File: config.mk
export PLATFORM = sky130hd
export DESIGN_NAME = bus_err_capture
export DESIGN_NICKNAME = d
export VERILOG_FILES = /design/src/rtl/bus_err_capture_pkg.sv /design/src/rtl/bus_err_capture_flag.sv /design/src/rtl/bus_err_capture_enable.sv /design/src/rtl/bus_err_capture_rdata.sv /design/src/rtl/bus_err_capture.sv
export SDC_FILE = /design/constraint.sdc
export NUM_CORES = 1
export LEC_CHECK = 0
export BUFFER_PORTS_ARGS = -buffer_cell sky130_fd_sc_hd__buf_4
export CAP_MARGIN = 15
export CORE_MARGIN = 2
export CORE_UTILIZATION = 40
export DETAILED_ROUTE_END_ITERATION = 6
export PLACE_DENSITY = 0.86
export SKIP_CTS_REPAIR_TIMING = 1
export SYNTH_ARGS = -nofsm -noshare
export SYNTH_HDL_FRONTEND = slang
export SYNTH_SLANG_ARGS = --single-unit
File: constraint.sdc
create_clock -name clk_i -period 1.8 [get_ports clk_i]
set_input_delay 0.45 -clock clk_i [delete_from_list [all_inputs] [get_ports clk_i]]
set_output_delay 0.45 -clock clk_i [all_outputs]
set_load 0.02 [all_outputs]
File: src/rtl/bus_err_capture_pkg.sv
package bus_err_capture_pkg;
  localparam int unsigned WORD_W   = 64;
  localparam int unsigned EVENT_N  = 7;
  localparam int unsigned FLAG_POS = 16;
  localparam int unsigned EN_POS   = 0;
endpackage

File: src/rtl/bus_err_capture_flag.sv
module bus_err_capture_flag (
  input  logic clk_i,
  input  logic rst_ni,
  input  logic event_i,
  input  logic en_i,
  input  logic clr_i,
  output logic flag_o
);
  logic set;
  assign set = event_i & en_i;

  // set has priority over clear so no event is lost
  always_ff @(posedge clk_i or negedge rst_ni) begin
    if (!rst_ni)    flag_o <= 1'b0;
    else if (set)   flag_o <= 1'b1;
    else if (clr_i) flag_o <= 1'b0;
  end
endmodule

File: src/rtl/bus_err_capture_enable.sv
module bus_err_capture_enable #(
  parameter int unsigned EVENT_N = 7
) (
  input  logic               clk_i,
  input  logic               rst_ni,
  input  logic               wr_i,
  input  logic [EVENT_N-1:0] wdata_i,
  output logic [EVENT_N-1:0] en_o
);
  always_ff @(posedge clk_i or negedge rst_ni) begin
    if (!rst_ni)   en_o <= '0;
    else if (wr_i) en_o <= wdata_i;
  end
endmodule

File: src/rtl/bus_err_capture_rdata.sv
module bus_err_capture_rdata #(
  parameter int unsigned WORD_W   = 64,
  parameter int unsigned EVENT_N  = 7,
  parameter int unsigned FLAG_POS = 16,
  parameter int unsigned EN_POS   = 0
) (
  input  logic              clk_i,
  input  logic              rst_ni,
  input  logic              rd_i,
  input  logic [EVENT_N-1:0] flag_i,
  input  logic [EVENT_N-1:0] en_i,
  output logic [WORD_W-1:0]  rdata_o
);
  logic [WORD_W-1:0] word;

  // unmapped positions stay at zero
  always_comb begin
    word = '0;
    word[FLAG_POS +: EVENT_N] = flag_i;
    word[EN_POS   +: EVENT_N] = en_i;
  end

  always_ff @(posedge clk_i or negedge rst_ni) begin
    if (!rst_ni)   rdata_o <= '0;
    else if (rd_i) rdata_o <= word;
  end
endmodule

File: src/rtl/bus_err_capture.sv
module bus_err_capture
  import bus_err_capture_pkg::*;
#(
  parameter int unsigned WORD_W_P   = WORD_W,
  parameter int unsigned EVENT_N_P  = EVENT_N,
  parameter int unsigned FLAG_POS_P = FLAG_POS,
  parameter int unsigned EN_POS_P   = EN_POS
) (
  input  logic                 clk_i,
  input  logic                 rst_ni,
  input  logic                 sel_i,
  input  logic                 we_i,
  input  logic [WORD_W_P-1:0]  wdata_i,
  output logic [WORD_W_P-1:0]  rdata_o,
  input  logic [EVENT_N_P-1:0] event_i,
  output logic                 irq_o
);
  logic                 wr, rd;
  logic [EVENT_N_P-1:0] en_q, flag_q, clr;

  assign wr  = sel_i & we_i;
  assign rd  = sel_i & ~we_i;
  assign clr = wr ? wdata_i[FLAG_POS_P +: EVENT_N_P] : '0;

  bus_err_capture_enable #(.EVENT_N(EVENT_N_P)) u_enable (
    .clk_i   (clk_i),
    .rst_ni  (rst_ni),
    .wr_i    (wr),
    .wdata_i (wdata_i[EN_POS_P +: EVENT_N_P]),
    .en_o    (en_q)
  );

  for (genvar n = 0; n < EVENT_N_P; n++) begin : g_flag
    bus_err_capture_flag u_flag (
      .clk_i   (clk_i),
      .rst_ni  (rst_ni),
      .event_i (event_i[n]),
      .en_i    (en_q[n]),
      .clr_i   (clr[n]),
      .flag_o  (flag_q[n])
    );
  end

  bus_err_capture_rdata #(
    .WORD_W   (WORD_W_P),
    .EVENT_N  (EVENT_N_P),
    .FLAG_POS (FLAG_POS_P),
    .EN_POS   (EN_POS_P)
  ) u_rdata (
    .clk_i   (clk_i),
    .rst_ni  (rst_ni),
    .rd_i    (rd),
    .flag_i  (flag_q),
    .en_i    (en_q),
    .rdata_o (rdata_o)
  );

  assign irq_o = |(flag_q & en_q);
endmodule

---- After elaboration in Yosys (flattened, before gate mapping) ----
Cells that the tools add are included.
Widths: inputs -> output; s select.
operators by class
  $add $sub $neg .......................... 0
  multipliers ............................. 0
  divide/modulo/power cells ............... 0
  order comparisons ....................... 0
  equality and inequality tests ........... 0
  shifts and indexed selects .............. 0
  multiplexer cells ....................... 15
  bitwise logic cells ..................... 11
  reductions and logical operators ........ 8
operators with widths
  kind               number
  $mux 1             14
  $reduce_bool 2->1  7
  $and 1x1->1        9
  $and 7x7->7        1
  $mux 7             1
  $reduce_or 7->1    1
  $not 1->1          1
word-level totals
  register bits after elaboration ......... 28
  bits in latches ......................... 0
  RAM bits ................................ 0
  ROM bits ................................ 0
  input port bits ......................... 75
  word-level logic and storage cells ...... 43
  memories kept ........................... 0

---- Depth between registers and ports, before layout ----
Gate-level depths: netlist of the first run.
  depth in word-level cells ............... 4
  gate-level depth with buffers ........... 4

---- Modules after synthesis ----
Synthesis of the first run repeated with hierarchy kept, for this count alone.
unflattened totals
  cell total of the unflattened synthesis .. 136
  area, all modules ....................... 1565.3 um^2
modules (own cells, without submodules)
  module                  instances  cells an instance  area an instance (um^2)  sequential area each (um^2)
  bus_err_capture_rdata   1          80                 898.4                    350.3
  bus_err_capture_enable  1          15                 291.5                    175.2
  bus_err_capture_flag    7          4                  41.3                     25.0
  bus_err_capture         1          13                 86.3                     0.0

---- Worst setup path after synthesis of the first run ----
OpenSTA, ideal clock, no wires.
  path kind ............................... reg2out
  from .................................... register g_flag[4].u_flag.flag_o
  to ...................................... output port irq_o
  data arrival time ....................... 0.915 ns
  data required time ...................... 1.350 ns
  path slack .............................. 0.435 ns
  cell stages (with the launch flop) ...... 3
  path buffers ............................ 0
  cells stage by stage .................... dfrtp_1 a222oi_1 nand3_1
on the way
  word-level cells in the longest chain between the ends .. 2
RTL lines
  what                    line                        text
  from (decl)             bus_err_capture_flag.sv:7   output logic flag_o
  from (signal assigned)  bus_err_capture_flag.sv:14  if (!rst_ni) flag_o <= 1'b0;
  from (signal assigned)  bus_err_capture_flag.sv:15  else if (set) flag_o <= 1'b1;
  from (signal assigned)  bus_err_capture_flag.sv:16  else if (clr_i) flag_o <= 1'b0;
  $and 7x7->7             bus_err_capture.sv:58       assign irq_o = |(flag_q & en_q);
  $reduce_or 7->1         bus_err_capture.sv:58
  to (decl)               bus_err_capture.sv:16       output logic irq_o
No other way between the ends.

---- Worst setup path after layout of the first run ----
  from .................................... register u_enable.en_o[4]
  to ...................................... output port irq_o
on the way
  word-level cells in the longest chain between the ends .. 2
RTL lines
  what                    line                          text
  from (decl)             bus_err_capture_enable.sv:8   output logic [EVENT_N-1:0] en_o
  from (signal assigned)  bus_err_capture_enable.sv:12  else if (wr_i) en_o <= wdata_i;
  $and 7x7->7             bus_err_capture.sv:58
  $reduce_or 7->1         bus_err_capture.sv:58
No other way between the ends.

==> impl_results.md, run 1 <==
* Post-route ant nets at 0
* Reg2reg setup slack at 980 ps
* Maxcap violations at 0
* Cells after DPL at just over 200
* H-tree levels at 1
* Syn-to-layout area delta at 11.3%
* Fraction of the yosys area taken by sequential cells at 0.459
* #FFs+latches synth at 28
* Fin cells at between 200 and 250
* Crit end category: output port
* Clock latency on the worst-skew pair at around 260 ps
* Yosys top cell by area: dfrtp_1
* Setup WS pre-CTS at approximately 250 ps
* Initial antenna violation count at 0
* Post-route core utilization at 0.464
* CTS clock-pin slew for the worst setup and hold paths at roughly 90 ps
* # setup viols final at 1
* Residual DRC count at 0
* Post-Syn Instances at 123
* Layout Nets at between 200 and 250
* CTS tree: built
* CTS Buf Count at 3
* # fillers at about 370
* Cell Area, Synth at about 1500 µm²
* Failing checks: setup timing
* Final Wtd Congestion at between 0.6 and 0.7
* Synth area leaders: dfrtp_1 (46%), buf_4 (25%), mux2_4 (9.8%)
* Buf+Inv Stages, Crit Path at 1
* DRT Wirelength at about 2600 µm
* Post-layout worst setup margin at -35.4 ps
* Cell leakage power at around 0.9 nW
* Distinct cells, synth at 12
* Std-Cell Rows at 22
* First-pass GRT wire length at 3790 µm
* Overflow after GRT at 0
* Die ar. at roughly 4300 µm²
* Drt pass-1 iters at 4
* Max Clk Rate at between 500 and 600 MHz
* Clock sink count at 28
* Worst Path Class, Setup: reg -> out
* Outcome: complete, but fails checks
* Initial drt markers at 44
* Clk_skew at around 2.8 ps
* CTS max path bufs at 2
* Final Power at between 1.5 and 2 mW
* Slowest stage delay, CP at 420 ps
* Die H at between 60 and 70 µm
* Vias in the first global route at around 800
* Min-delay worst type: in -> async
* Crit path launch type: register
* Worst endpoint required time at about 1400 ps
* Share of the synthesized area in the top cell type at 0.459
* Worst-path cell chain: a222oi_1 -> nand3_1 -> buf_4
* I/O pin count at 140
* Slew Viols, Final at 0
* Worst vdd ir at 0.332 mV
* Share of layout cells above drive strength 1 at 0.398
* Ant. Diodes at 0
* Critical path peak fanout at 4
* Vias per std cell at 4.25
* Root buf cell: clkbuf_8
* Crit path time final at 1840 ps
* Mapped Avg Cell Area at between 10 and 15 µm²
* Vias post-DR at slightly below 900
* RSZ-0062 raised after global routing: true
* Initial Utilization at 0.417
* Setup TNS at -35.4 ps
* PortBufs at 39
* Hpwl dp at 2050 µm
* Power Dens Cells at roughly 1000 nW/µm²
* WP data arrival at 1390 ps
* GR Util All Layers at 0.117
* CP top delay family: flip-flops
* Die W at approximately 66 µm
* Core Region at approximately 3700 µm²
* Fin crit share at 1.02
* Worst path slowest cell: dfrtp_1
* Largest net degree at the start of global routing at 29
* Hold Fails Final Rpt at 0
* Wire length per cell at between 10 and 15 µm
* Synth warnings at 0
where the power goes:
part	internal (mW)	total, mW	switching, mW
logic	0.280	0.586	0.306
registers	0.760	0.859	0.0985
clock network	0.150	0.323	0.173
final timing paths:
path                                          from                 endpoint  cells past startpoint
worst max-delay path              u_enable.en_o[4]                    irq_o                      3
worst min-delay path                        rst_ni      u_rdata.rdata_o[17]                      1
worst max register to register    u_enable.en_o[6]       u_rdata.rdata_o[6]                      1
worst min register to register  u_rdata.rdata_o[3]       u_rdata.rdata_o[3]                      1
max in group asynchronous                   rst_ni       u_rdata.rdata_o[4]                      1
min in group clk_i                      event_i[2]  g_flag[2].u_flag.flag_o                      2
metrics by stage:
| stage | hold slack (ps) | area (µm²) |
|---|---|---|
| floorplan | 154 | 1710 |
| global placement | 379 | 1660 |
| detailed placement | 386 | 1660 |
| CTS | 88.9 | 1700 |
| global route | 104 | 1700 |
| finish | 83.2 | 1700 |
synthesized netlist by cell type:
master,n
buf_4,51
dfrtp_1,28
mux2_2,11
mux2_4,10
nand3_1,8
a22o_1,7
a22oi_1,2
buf_6,2
a222oi_1,1
conb_1,1
nand2_1,1
nand2b_4,1
flip-flops by register name (all words and copies together) (netlist names):
| name | cells |
|---|---|
| g_flag.u_flag.flag_o | 7 |
| u_enable.en_o | 7 |
| u_rdata.rdata_o | 14 |
per-layer routing:
layer,vias to the layer above,track usage,wire (µm)
li1,394,-,-
met1,438,0.146,1070
met2,53,0.187,1270
met3,4,0.0324,249
met4,0,0.0547,28
met5,-,0,0
final cells by class:
class | instances | area [µm²] | area share
flip-flops and latches | 28 | 701 | 0.412
well taps | 48 | 60.1 | 0.0353
clock buffers | 3 | 41.3 | 0.0243
multi-input cells | 91 | 606 | 0.356
repair buffers | 39 | 293 | 0.172
cell usage in the layout, fill, tap and decap left out, drive strengths merged:
cell type,netlist,routed
mux2,21,21
nand2,1,1
a22oi,2,2
a222oi,1,1
conb,1,50
clkbuf,0,3
nand2b,1,1
a22o,7,7
nand3,8,8
dfrtp,28,28
buf,53,39
kinds of logic after synthesis:
kind of cell / Yosys count / synth area share
buf+inv: 53 / 0.265
flops: 28 / 0.459
mux: 21 / 0.179
compound gates: 10 / 0.0565
simple gates: 10 / 0.0377
other cells: 1 / 0.00245
Note: power is estimated with default switching activity, not from simulation.
==> run 2, diff against run 1 <==
--- a/config.mk
+++ b/config.mk
@@ -6,7 +6,8 @@
 export NUM_CORES = 1
 export LEC_CHECK = 0
 export BUFFER_PORTS_ARGS = -buffer_cell sky130_fd_sc_hd__buf_4
-export CAP_MARGIN = 15
+export CAP_MARGIN = 30
+export CORE_ASPECT_RATIO = 0.5
 export CORE_MARGIN = 2
 export CORE_UTILIZATION = 40
 export DETAILED_ROUTE_END_ITERATION = 6
==> run 2 against run 1 <==
Effect of this change: the flow now finishes without violations; hold slack better by 1.2 ps; clock skew down 1.3 ps; clock power down 2%; critical path depth unchanged; flip-flop and latch count unchanged; sequential power about the same; largest cell class unchanged.
==> impl_results.md, run 2 (synthesis gave the netlist of run 1 again) <==
* Critical path peak fanout at 3 (-1)
* Hold Fails Final Rpt at 0 (unchanged)
* CTS tree: built
* Power Dens Cells at 1040 nW/µm² (-0.20%)
* RSZ-0062 raised after global routing: true
* Drt pass-1 iters at 4 (unchanged)
* Worst vdd ir at 0.322 mV (-2.9%)
* Wire length per cell at 12.6 µm (+0.76%)
* Outcome: finished, final reports clean
* Syn-to-layout area delta at 12.5%
* Fin cells at 214 (+2.4%)
* Maxcap violations at 0 (unchanged)
* Die W at 91.4 µm (+39%)
* Clk pwr share at 0.178 (-0.005)
* Top Registers: u_rdata.rdata_o: 14 flops, g_flag.u_flag.flag_o: 7 flops, u_enable.en_o: 7 flops
* Flop pwr share at 0.482 (-0.004)
* Worst endpoint required time at 1350 ps (about the same)
* Commonest non-fill, non-tap cells in the layout: conb_1 (50), buf_4 (41), dfrtp_1 (28)
* Commonest non-fill, non-tap cell in the layout: conb_1
* Root buf cell: clkbuf_8
* Worst Path Class, Setup: reg -> out
* Crit end category: output port
* Clk_skew at 1.54 ps (-1.29 ps)
* PortBufs at 39 (unchanged)
* Cells after DPL at 209 (+1.5%)
* Fin crit share at 0.985 (-0.0342)
* Residual DRC count at 0 (unchanged)
* Largest Register: u_rdata.rdata_o
* Largest net degree at the start of global routing at 29 (unchanged)
* Vias in the first global route at 798 (+1.9%)
* Overflow after GRT at 0 (unchanged)
* Vias post-DR at 901 (+1.3%)
* I/O pin count at 140 (unchanged)
* First-pass GRT wire length at 3880 µm (+2.3%)
* Layout Nets at 240 (+0.84%)
* Final Wtd Congestion at 0.747 (+9.3%)
* Share of layout cells above drive strength 1 at 0.405 (+0.00739)
* Ant. Diodes at 0 (unchanged)
* Initial Utilization at 0.431 (+0.0134)
* WP data arrival at 1320 ps (-70 ps)
* Post-route ant nets at 0 (unchanged)
* GR Util All Layers at 0.119 (+0.00179)
* CTS clock-pin slew for the worst setup and hold paths at 80 ps (about the same)
* CTS max path bufs at 2 (unchanged)
* Core Region at 3550 µm² (-3.1%)
* Logic pwr share at 0.340 (+0.009)
* Cell leakage power at 0.889 nW (+1.1%)
* H-tree levels at 1 (unchanged)
* # setup viols final at 0 (-1)
* Design area at 1720 µm² (+1.1%)
* Hpwl dp at 2060 µm (+0.59%)
* Initial antenna violation count at 0 (unchanged)
* Setup TNS at 0 ps (+35.4 ps)
* CTS Buf Count at 3 (unchanged)
* Vias per std cell at 4.21 (-1.0%)
* Std-Cell Rows at 15 (-32%)
* Max Clk Rate at 564 MHz (+3.5%)
* Max reg flops at 14 (unchanged)
* Crit path time final at 1770 ps (-61.5 ps)
* Crit path launch type: register
* Net Sw Power at 584 µW (+1.2%)
* Die H at 47.7 µm (-28%)
* Die ar. at 4360 µm² (+0.70%)
* Sw Share at 0.328 (+0.000978)
* Internal Power at 1.20 mW (+0.75%)
* DRT Wirelength at 2700 µm (+3.2%)
* Min-delay worst type: in -> async
* Initial drt markers at 61 (+39%)
* Slew Viols, Final at 0 (unchanged)
* Clock latency on the worst-skew pair at 260 ps (about the same)
* Clock sink count at 28 (unchanged)
* DP Area at 1660 µm² (+0.23%)
-- run 2: through the flow --
step | power, mW | setup WS, ps | hold WS (ps) | utilization
floorplan | 1.31 | 435 | 154 | -
global placement | 1.44 | 287 | 378 | 0.469
detailed placement | 1.47 | 319 | 381 | 0.469
CTS | 1.79 | 13.5 | 87.1 | 0.480
global route | 1.87 | -34.4 | 103 | 0.485
finish | 1.78 | 26.2 | 84.3 | 0.485
-- run 2: final cells by class --
cell class	count	area [µm²]
clock buffer	3	41.3
fill	312	1830
multi-input combinational	91	606
timing repair buffer	41	308
sequential	28	701
tap	51	63.8
-- run 2: per-layer routing --
metal / vias up / track usage / part of all wire
li1: 400 / - / -
met1: 454 / 0.128 / 0.37
met5: - / 0 / 0
met4: 0 / 0.0273 / 0.0048
met3: 2 / 0.0362 / 0.073
met2: 45 / 0.243 / 0.55
-- run 2: critical path, cell delays in order (launching register included) --
cell,delay [ps]
dfrtp_1,400
a222oi_1,360
nand3_1,120
buf_4,180
-- run 2: final timing paths --
kind | startpoint | end | slack (ps) | depth (start not counted)
min in group clk_i | event_i[4] | g_flag[4].u_flag.flag_o | 400 | 2
min reg2reg | u_rdata.rdata_o[1] | u_rdata.rdata_o[1] | 510 | 1
min | rst_ni | u_rdata.rdata_o[1] | 80 | 1
max | u_enable.en_o[4] | irq_o | 30 | 3
max reg2reg | u_enable.en_o[4] | u_enable.en_o[4] | 890 | 2
max in group asynchronous | rst_ni | u_rdata.rdata_o[21] | 1460 | 1
-- run 2: power by group through the flow --
stage	combinational, mW	clock [mW]	sequential, mW
global route	0.647	0.349	0.876
CTS	0.595	0.329	0.862
floorplan	0.367	0	0.946
finish	0.606	0.317	0.861
detailed placement	0.596	0	0.873
global placement	0.577	0	0.863
